`src/rtl/ssm_pkg.sv`:
```
package ssm_pkg;
  // strobes produced by the clock generator, one system cycle wide
  typedef struct packed {
    logic rise;
    logic fall;
  } ssm_edge_t;

  localparam int MARK_SLOTS   = 1;
  localparam int PARITY_SLOTS = 1;
endpackage

```
`src/rtl/ssm_clkgen.sv`:
```
module ssm_clkgen
  import ssm_pkg::*;
#(
  parameter int SCALE_W = 5
) (
  input  logic               clk,
  input  logic               rst,
  input  logic               en,
  input  logic [SCALE_W-1:0] scale_hi,
  input  logic [SCALE_W-1:0] scale_lo,
  output logic               sclk_o,
  output ssm_edge_t          edge_o
);
  logic [SCALE_W-1:0] cnt;

  always_ff @(posedge clk) begin
    if (rst) begin
      sclk_o <= 1'b0;
      cnt    <= '0;
      edge_o <= '0;
    end else begin
      edge_o <= '0;
      if (!sclk_o && !en) begin
        cnt <= scale_lo;               // parked low, phase length tracks input
      end else if (cnt != '0) begin
        cnt <= cnt - 1'b1;
      end else if (sclk_o) begin
        sclk_o      <= 1'b0;
        edge_o.fall <= 1'b1;
        cnt         <= scale_lo;
      end else begin
        sclk_o      <= 1'b1;
        edge_o.rise <= 1'b1;
        cnt         <= scale_hi;
      end
    end
  end

  // checker: high phase length against the scale present when it began
  logic [SCALE_W:0]   ph_cnt;
  logic [SCALE_W-1:0] ph_lim;
  always_ff @(posedge clk) begin
    if (rst) begin
      ph_cnt <= '0;
      ph_lim <= '0;
    end else begin
      ph_cnt <= (edge_o.rise || edge_o.fall) ? (SCALE_W+1)'(1) : ph_cnt + 1'b1;
      if (!sclk_o) ph_lim <= scale_hi;
    end
  end

  assert_high_len_R1: assert property (@(posedge clk) disable iff (rst)
    edge_o.fall |-> (ph_cnt == {1'b0, ph_lim} + 1'b1));
  assert_park_low_R3: assert property (@(posedge clk) disable iff (rst)
    (!en && !sclk_o) |=> !sclk_o);
endmodule

```
`src/rtl/ssm_outdly.sv`:
```
module ssm_outdly #(
  parameter int DLY_W = 2,
  parameter int LANES = 2
) (
  input  logic             clk,
  input  logic             rst,
  input  logic [DLY_W-1:0] sel,
  input  logic [LANES-1:0] d_i,
  output logic [LANES-1:0] q_o
);
  localparam int DEPTH = (1 << DLY_W) - 1;

  logic [LANES-1:0] stg [DEPTH];

  for (genvar g = 0; g < DEPTH; g++) begin : g_stage
    if (g == 0) begin : g_head
      always_ff @(posedge clk) stg[g] <= rst ? '0 : d_i;
    end else begin : g_tail
      always_ff @(posedge clk) stg[g] <= rst ? '0 : stg[g-1];
    end
  end

  always_comb begin
    if (sel == '0) q_o = d_i;
    else           q_o = stg[sel - 1'b1];
  end

  assert_tap1_R7: assert property (@(posedge clk) disable iff (rst)
    (sel == DLY_W'(1)) |-> (q_o == $past(d_i)));
  assert_tap2_R7: assert property (@(posedge clk) disable iff (rst)
    (sel == DLY_W'(2)) |-> (q_o == $past(d_i, 2)));
endmodule

```
`src/rtl/ssm_frame.sv`:
```
module ssm_frame
  import ssm_pkg::*;
#(
  parameter int DATA_W = 24
) (
  input  logic              clk,
  input  logic              rst,
  input  logic              en,
  input  ssm_edge_t         edge_i,
  input  logic              odd_par,
  input  logic [DATA_W-1:0] null_word,
  input  logic              tx_valid,
  input  logic [DATA_W-1:0] tx_word,
  input  logic              sdi,
  output logic              raw_sync,
  output logic              raw_sdo,
  output logic              tx_done,
  output logic [DATA_W-1:0] rx_word,
  output logic              rx_perr,
  output logic              rx_valid
);
  localparam int SLOTS = MARK_SLOTS + DATA_W + PARITY_SLOTS;
  localparam int POS_W = $clog2(SLOTS);
  localparam logic [POS_W-1:0] LAST  = POS_W'(SLOTS - 1);
  localparam logic [POS_W-1:0] FIRST = POS_W'(MARK_SLOTS);

  logic [POS_W-1:0]  pos;
  logic              active, first, lead, par_odd, tx_par;
  logic [DATA_W-1:0] txsh, rxsh;

  always_ff @(posedge clk) begin
    if (rst || !en) begin
      pos <= '0; active <= 1'b0; first <= 1'b1; lead <= 1'b1;
      par_odd <= 1'b1; tx_par <= 1'b0; txsh <= '0; rxsh <= '0;
      raw_sync <= 1'b0; raw_sdo <= 1'b0; tx_done <= 1'b0;
      rx_word <= '0; rx_perr <= 1'b0; rx_valid <= 1'b0;
    end else begin
      tx_done  <= 1'b0;
      rx_valid <= 1'b0;
      if (edge_i.rise) begin
        if (!active || pos == LAST) begin
          pos      <= '0;
          active   <= 1'b1;
          first    <= 1'b0;
          lead     <= first;
          par_odd  <= odd_par;
          raw_sync <= !first;
          raw_sdo  <= 1'b0;
          if (!first && tx_valid) begin
            txsh    <= tx_word;
            tx_par  <= ^tx_word ^ odd_par;
            tx_done <= 1'b1;
          end else begin
            txsh    <= null_word;
            tx_par  <= ^null_word ^ odd_par;
          end
        end else begin
          pos      <= pos + 1'b1;
          raw_sync <= 1'b0;
          if (pos == LAST - 1'b1) begin
            raw_sdo <= tx_par;
          end else begin
            raw_sdo <= txsh[DATA_W-1];
            txsh    <= txsh << 1;
          end
        end
      end
      if (edge_i.fall && active) begin
        if (pos >= FIRST && pos < LAST) rxsh <= {rxsh[DATA_W-2:0], sdi};
        if (pos == LAST) begin
          rx_word  <= rxsh;
          rx_perr  <= ^rxsh ^ sdi ^ par_odd;
          rx_valid <= !lead;
        end
      end
    end
  end

  assert_take_R8: assert property (@(posedge clk) disable iff (rst)
    tx_done |-> $past(tx_valid));
  assert_rx_strobe_R9: assert property (@(posedge clk) disable iff (rst)
    rx_valid |=> !rx_valid);
  assert_mark_on_rise_R7: assert property (@(posedge clk) disable iff (rst)
    $rose(raw_sync) |-> $past(edge_i.rise));
  assert_mark_quiet_R5: assert property (@(posedge clk) disable iff (rst)
    raw_sync |-> !raw_sdo);
endmodule

```
`src/rtl/sync_serial_master.sv`:
```
module sync_serial_master
  import ssm_pkg::*;
#(
  parameter int DATA_W  = 24,
  parameter int SCALE_W = 5,
  parameter int DLY_W   = 2
) (
  input  logic               clk,
  input  logic               rst,
  input  logic               link_en,
  input  logic [SCALE_W-1:0] scale_hi,
  input  logic [SCALE_W-1:0] scale_lo,
  input  logic               odd_parity,
  input  logic [DLY_W-1:0]   out_delay,
  input  logic [DATA_W-1:0]  null_word,
  input  logic               tx_valid,
  input  logic [DATA_W-1:0]  tx_word,
  input  logic               sdi,
  output logic               tx_done,
  output logic               sclk,
  output logic               sync,
  output logic               sdo,
  output logic [DATA_W-1:0]  rx_word,
  output logic               rx_perr,
  output logic               rx_valid
);
  ssm_edge_t  edges;
  logic       raw_sync, raw_sdo;
  logic [1:0] lanes;

  ssm_clkgen #(.SCALE_W(SCALE_W)) u_clk (
    .clk(clk), .rst(rst), .en(link_en),
    .scale_hi(scale_hi), .scale_lo(scale_lo),
    .sclk_o(sclk), .edge_o(edges)
  );

  ssm_frame #(.DATA_W(DATA_W)) u_frame (
    .clk(clk), .rst(rst), .en(link_en), .edge_i(edges),
    .odd_par(odd_parity), .null_word(null_word),
    .tx_valid(tx_valid), .tx_word(tx_word), .sdi(sdi),
    .raw_sync(raw_sync), .raw_sdo(raw_sdo), .tx_done(tx_done),
    .rx_word(rx_word), .rx_perr(rx_perr), .rx_valid(rx_valid)
  );

  ssm_outdly #(.DLY_W(DLY_W), .LANES(2)) u_dly (
    .clk(clk), .rst(rst), .sel(out_delay),
    .d_i({raw_sync, raw_sdo}), .q_o(lanes)
  );

  assign sync = lanes[1];
  assign sdo  = lanes[0];
endmodule

```
`config.mk`:
```
export PLATFORM = sky130hd
export DESIGN_NAME = sync_serial_master
export DESIGN_NICKNAME = d
export VERILOG_FILES = /design/src/rtl/ssm_pkg.sv /design/src/rtl/ssm_clkgen.sv /design/src/rtl/ssm_outdly.sv /design/src/rtl/ssm_frame.sv /design/src/rtl/sync_serial_master.sv
export SDC_FILE = /design/constraint.sdc
export NUM_CORES = 1
export LEC_CHECK = 0
export ABC_AREA = 0
export ABC_CLOCK_PERIOD_IN_PS = 2300
export BUFFER_PORTS_ARGS = -buffer_cell sky130_fd_sc_hd__buf_2
export CORE_MARGIN = 5
export CORE_UTILIZATION = 55
export DETAILED_ROUTE_END_ITERATION = 10
export GPL_ROUTABILITY_DRIVEN = 1
export PLACE_DENSITY = 0.78
export SLEW_MARGIN = 15
export SYNTH_ARGS = -nofsm -noshare
export SYNTH_HDL_FRONTEND = slang
export SYNTH_SLANG_ARGS = --single-unit
```
`constraint.sdc`:
```
create_clock -name clk -period 2.3 [get_ports clk]
set_clock_uncertainty 0.1 [all_clocks]
set_input_delay 0.115 -clock clk [delete_from_list [all_inputs] [get_ports clk]]
set_output_delay 0.115 -clock clk [all_outputs]
set_load 0.01 [all_outputs]
```
==> impl_metrics.py <==
metrics = {
    "run_status": {
        "outcome": "completed",
    },
    "global_route": {
        "grt_pass1_vias": 4138,
        "use_met3": 0.03973,
        "grt_use_total": 0.1956,
        "grt_max_degree": 53,
        "grt_pass1_wl_um": 18160,
        "grt-ovfl-total": 0,
        "grt_busiest_layer": "met2",
        "met2_usage": 0.3456,
        "grt_antenna_before_repair": 0,
        "grtUsageMet1": 0.2357,
    },
    "floorplan": {
        "die_w_um": 104.2,
        "rows": 34,
        "die_h_um": 104.2,
        "core-area_mm2": 0.008678,
        "io_pins": 96,
        "die_area_mm2": 0.01085,
        "initial_core_util": 0.5619,
    },
    "worst_setup_path": {
        "crit_path_end_kind": "flop",
        "crit_type": "flop to flop",
        "startpoint_type": "flop",
        "cp_max_fo": 10,
        "ff2ff_setup_slack_ps": 150,
        "arrival_ps": 2320,
        "crit_required_ps": 2470,
    },
    "final_layout": {
        "multi_input_area_mm2": 0.002704,
        "diodes": 0,
        "syn2layout_area_growth_pct": 16.96,
        "n_fill_cell": 724,
        "nets": 724,
        "drive_gt1_frac": 0.1884,
        "final_cells": 766,
        "regArea_mm2": 0.002022,
    },
    "logic_synthesis": {
        "ys_types": 36,
        "synth.top_cells.by_area": "dfxtp_1 (41%), xnor2_1 (11%), mux2i_1 (11%), nor2_1 (7.3%), a21oi_1 (5.9%)",
        "yosys.area.top_type": "dfxtp_1",
        "postSynthAreaPerCell_um2": 8.539,
        "syn_nets": 642,
        "yosys_warnings": 0,
        "ys_ff_latch": 101,
        "syn_area_mm2": 0.004876,
        "yosysSeqAreaShare": 0.4147,
        "netlist.area_leader.share": 0.4147,
        "synth_cells": 571,
    },
    "detailed_routing": {
        "wl_um": 10490,
        "drc": 0,
        "drtPass1Iterations": 4,
        "ant_nets": 0,
        "initialDrtViolationCount": 198,
        "routed_via_density": 5.352,
        "vias": 4100,
        "route.detailed.wl_per_inst_um": 13.69,
    },
    "placed_design": {
        "dp_hpwl_um": 7754,
        "place.gp.congestion": 0.8087,
        "placedCellCount": 746,
        "portBuffers": 95,
    },
    "clock_network": {
        "cts_buffer_depth": 2,
        "clk_latency_ps": 360,
        "cts_made_buffers": 9,
        "cts_sinks": 101,
        "cts_root_buf": "clkbuf_8",
        "htree_levels": 3,
        "clkTransAtPathRegs_ps": 90,
        "cts_tree": "built",
    },
    "sta": {
        "hold_viol_final": 0,
        "setup_viol": 0,
        "post-route-period-util": 0.9337,
        "fmax_mhz": 465.6,
        "slew_headroom": 0.6558,
        "drv_slew": 0,
        "tightest_slew_ps": 515.6,
        "grt_setup_unrepaired": "no",
        "fin_tns_setup_ps": 0,
        "layout_min_cycle_time_ps": 2148,
    },
    "pwr": {
        "power_density_mw_per_mm2": 631.1,
        "ir_drop_mv": 0.3120,
        "leakagePower_nw": 2.166,
    },
    "worst_hold_path": {
        "hold_path.class": "primary input to flop",
    },
    "job": {
        "maxCapViolCount": 0,
    },
}
==> report_power, final <==
part           total, mW  internal [mW]  switching [mW]
clock network       1.13          0.564           0.570
registers           1.81           1.78          0.0369
logic              0.651          0.330           0.321
total               3.60           2.67           0.928
==> layout by cell type (no fill, tap or decap), drive strengths merged, types with 2 or more instances in the layout <==
cell type / Yosys / layout
mux2i: 53 / 53
a21oi: 57 / 57
nor3b: 2 / 2
inv: 9 / 9
a311oi: 4 / 4
nor3: 7 / 7
nor2b: 8 / 8
o21ai: 10 / 10
buf: 5 / 102
a211oi: 27 / 27
nand2: 64 / 64
xor2: 12 / 12
xnor2: 62 / 62
dlygate4sd3: 0 / 4
nand3: 4 / 4
xnor3: 2 / 2
clkinv: 0 / 2
or2: 2 / 2
ha: 5 / 5
nor2: 95 / 95
dfxtp: 101 / 101
clkbuf: 30 / 13
nand4: 2 / 2
==> per-stage QoR <==
| stage | cell area [um^2] | power [mW] | util | hold slack (ps) | worst slack (ps) |
|---|---|---|---|---|---|
| final | 5703 | 3.599 | 0.6572 | 34.90 | 152.4 |
| after global routing | 5703 | 3.779 | 0.6572 | 19.06 | 3.485 |
| after CTS | 5698 | 3.620 | 0.6566 | 17.05 | 68.23 |
| after detailed placement | 5455 | 2.492 | 0.6286 | 298.8 | 17.04 |
| after global placement | 5455 | 2.462 | 0.6286 | 279.5 | 130.2 |
| after floorplan | 4876 | 2.312 | - | 86.61 | 234.1 |
==> path summary, 6_finish.rpt <==
check | cells after the start | endpoint | start
hold / removal | 2 | u_clk.cnt[3] | link_en
hold reg to reg | 1 | u_frame.rx_valid | u_frame.lead
setup / recovery | 8 | u_clk.cnt[0] | u_clk.cnt[0]
setup reg to reg | 8 | u_clk.cnt[0] | u_clk.cnt[0]
==> registers in the layout, summed over array words and instances, names as in the netlist, 2 cells and up <==
signal and cells:
u_clk.cnt 5, u_clk.edge_o 2, u_dly.stg 6, u_frame.pos 5, u_frame.rx_word 24, u_frame.rxsh 24, u_frame.txsh 24
==> cell type report <==
class / count / share of cell area
Clock buffer: 13 / 0.02786
Inverter: 9 / 0.005924
Sequential cell: 101 / 0.3545
Clock inverter: 3 / 0.007679
Tap cell: 108 / 0.02369
Timing Repair Buffer: 106 / 0.1062
Multi-Input combinational cell: 426 / 0.4741
==> cell families after synthesis <==
kind of cell | after synthesis | share of synthesized area
mux | 53 | 0.1088
compound gates | 103 | 0.1265
simple gates | 189 | 0.1591
flops | 101 | 0.4147
xor+xnor | 76 | 0.1422
fa+ha+maj | 5 | 0.01283
buf+inv | 44 | 0.03592
==> per-layer routing <==
metal / vias to the layer above / part of all wire
met5: - / 0
met4: 0 / 0.014
met3: 16 / 0.042
met2: 90 / 0.52
met1: 1913 / 0.43
li1: 2081 / -
==> synth_stat cells, drive strengths merged <==
cell type and n:
ha 5, a22o 1, nor3b 2, or3b 1, nor3 7, nor4 1, nand2b 1, a211oi 27
or2 2, o21ai 10, mux2i 53, xor2 12, a31oi 1, o31ai 1, nand3 4, inv 9
a2111oi 1, buf 5, nand2 64, xnor3 2, o22ai 1, nor2 95, clkbuf 30, nor2b 8
a311oi 4, dfxtp 101, xnor2 62, and3 1, a21oi 57, or3 1, nand4 2
==> timing repair <==
action,CTS,global route
hold buffers,4,0
buffers inserted,0,0
resized for setup,1,2
endpoints found under the setup margin,1,2
cloned,0,0
hold endpoints to repair,7,0
==> worst max-delay path: stages, from the launching register on <==
cell	delay, ps
dfxtp_1	340
inv_1	60
ha_1	170
or3b_2	520
or2_4	300
nand2_1	90
o31ai_1	70
a22o_1	250
nor3_1	180
Power figures use the tool's default switching activity.
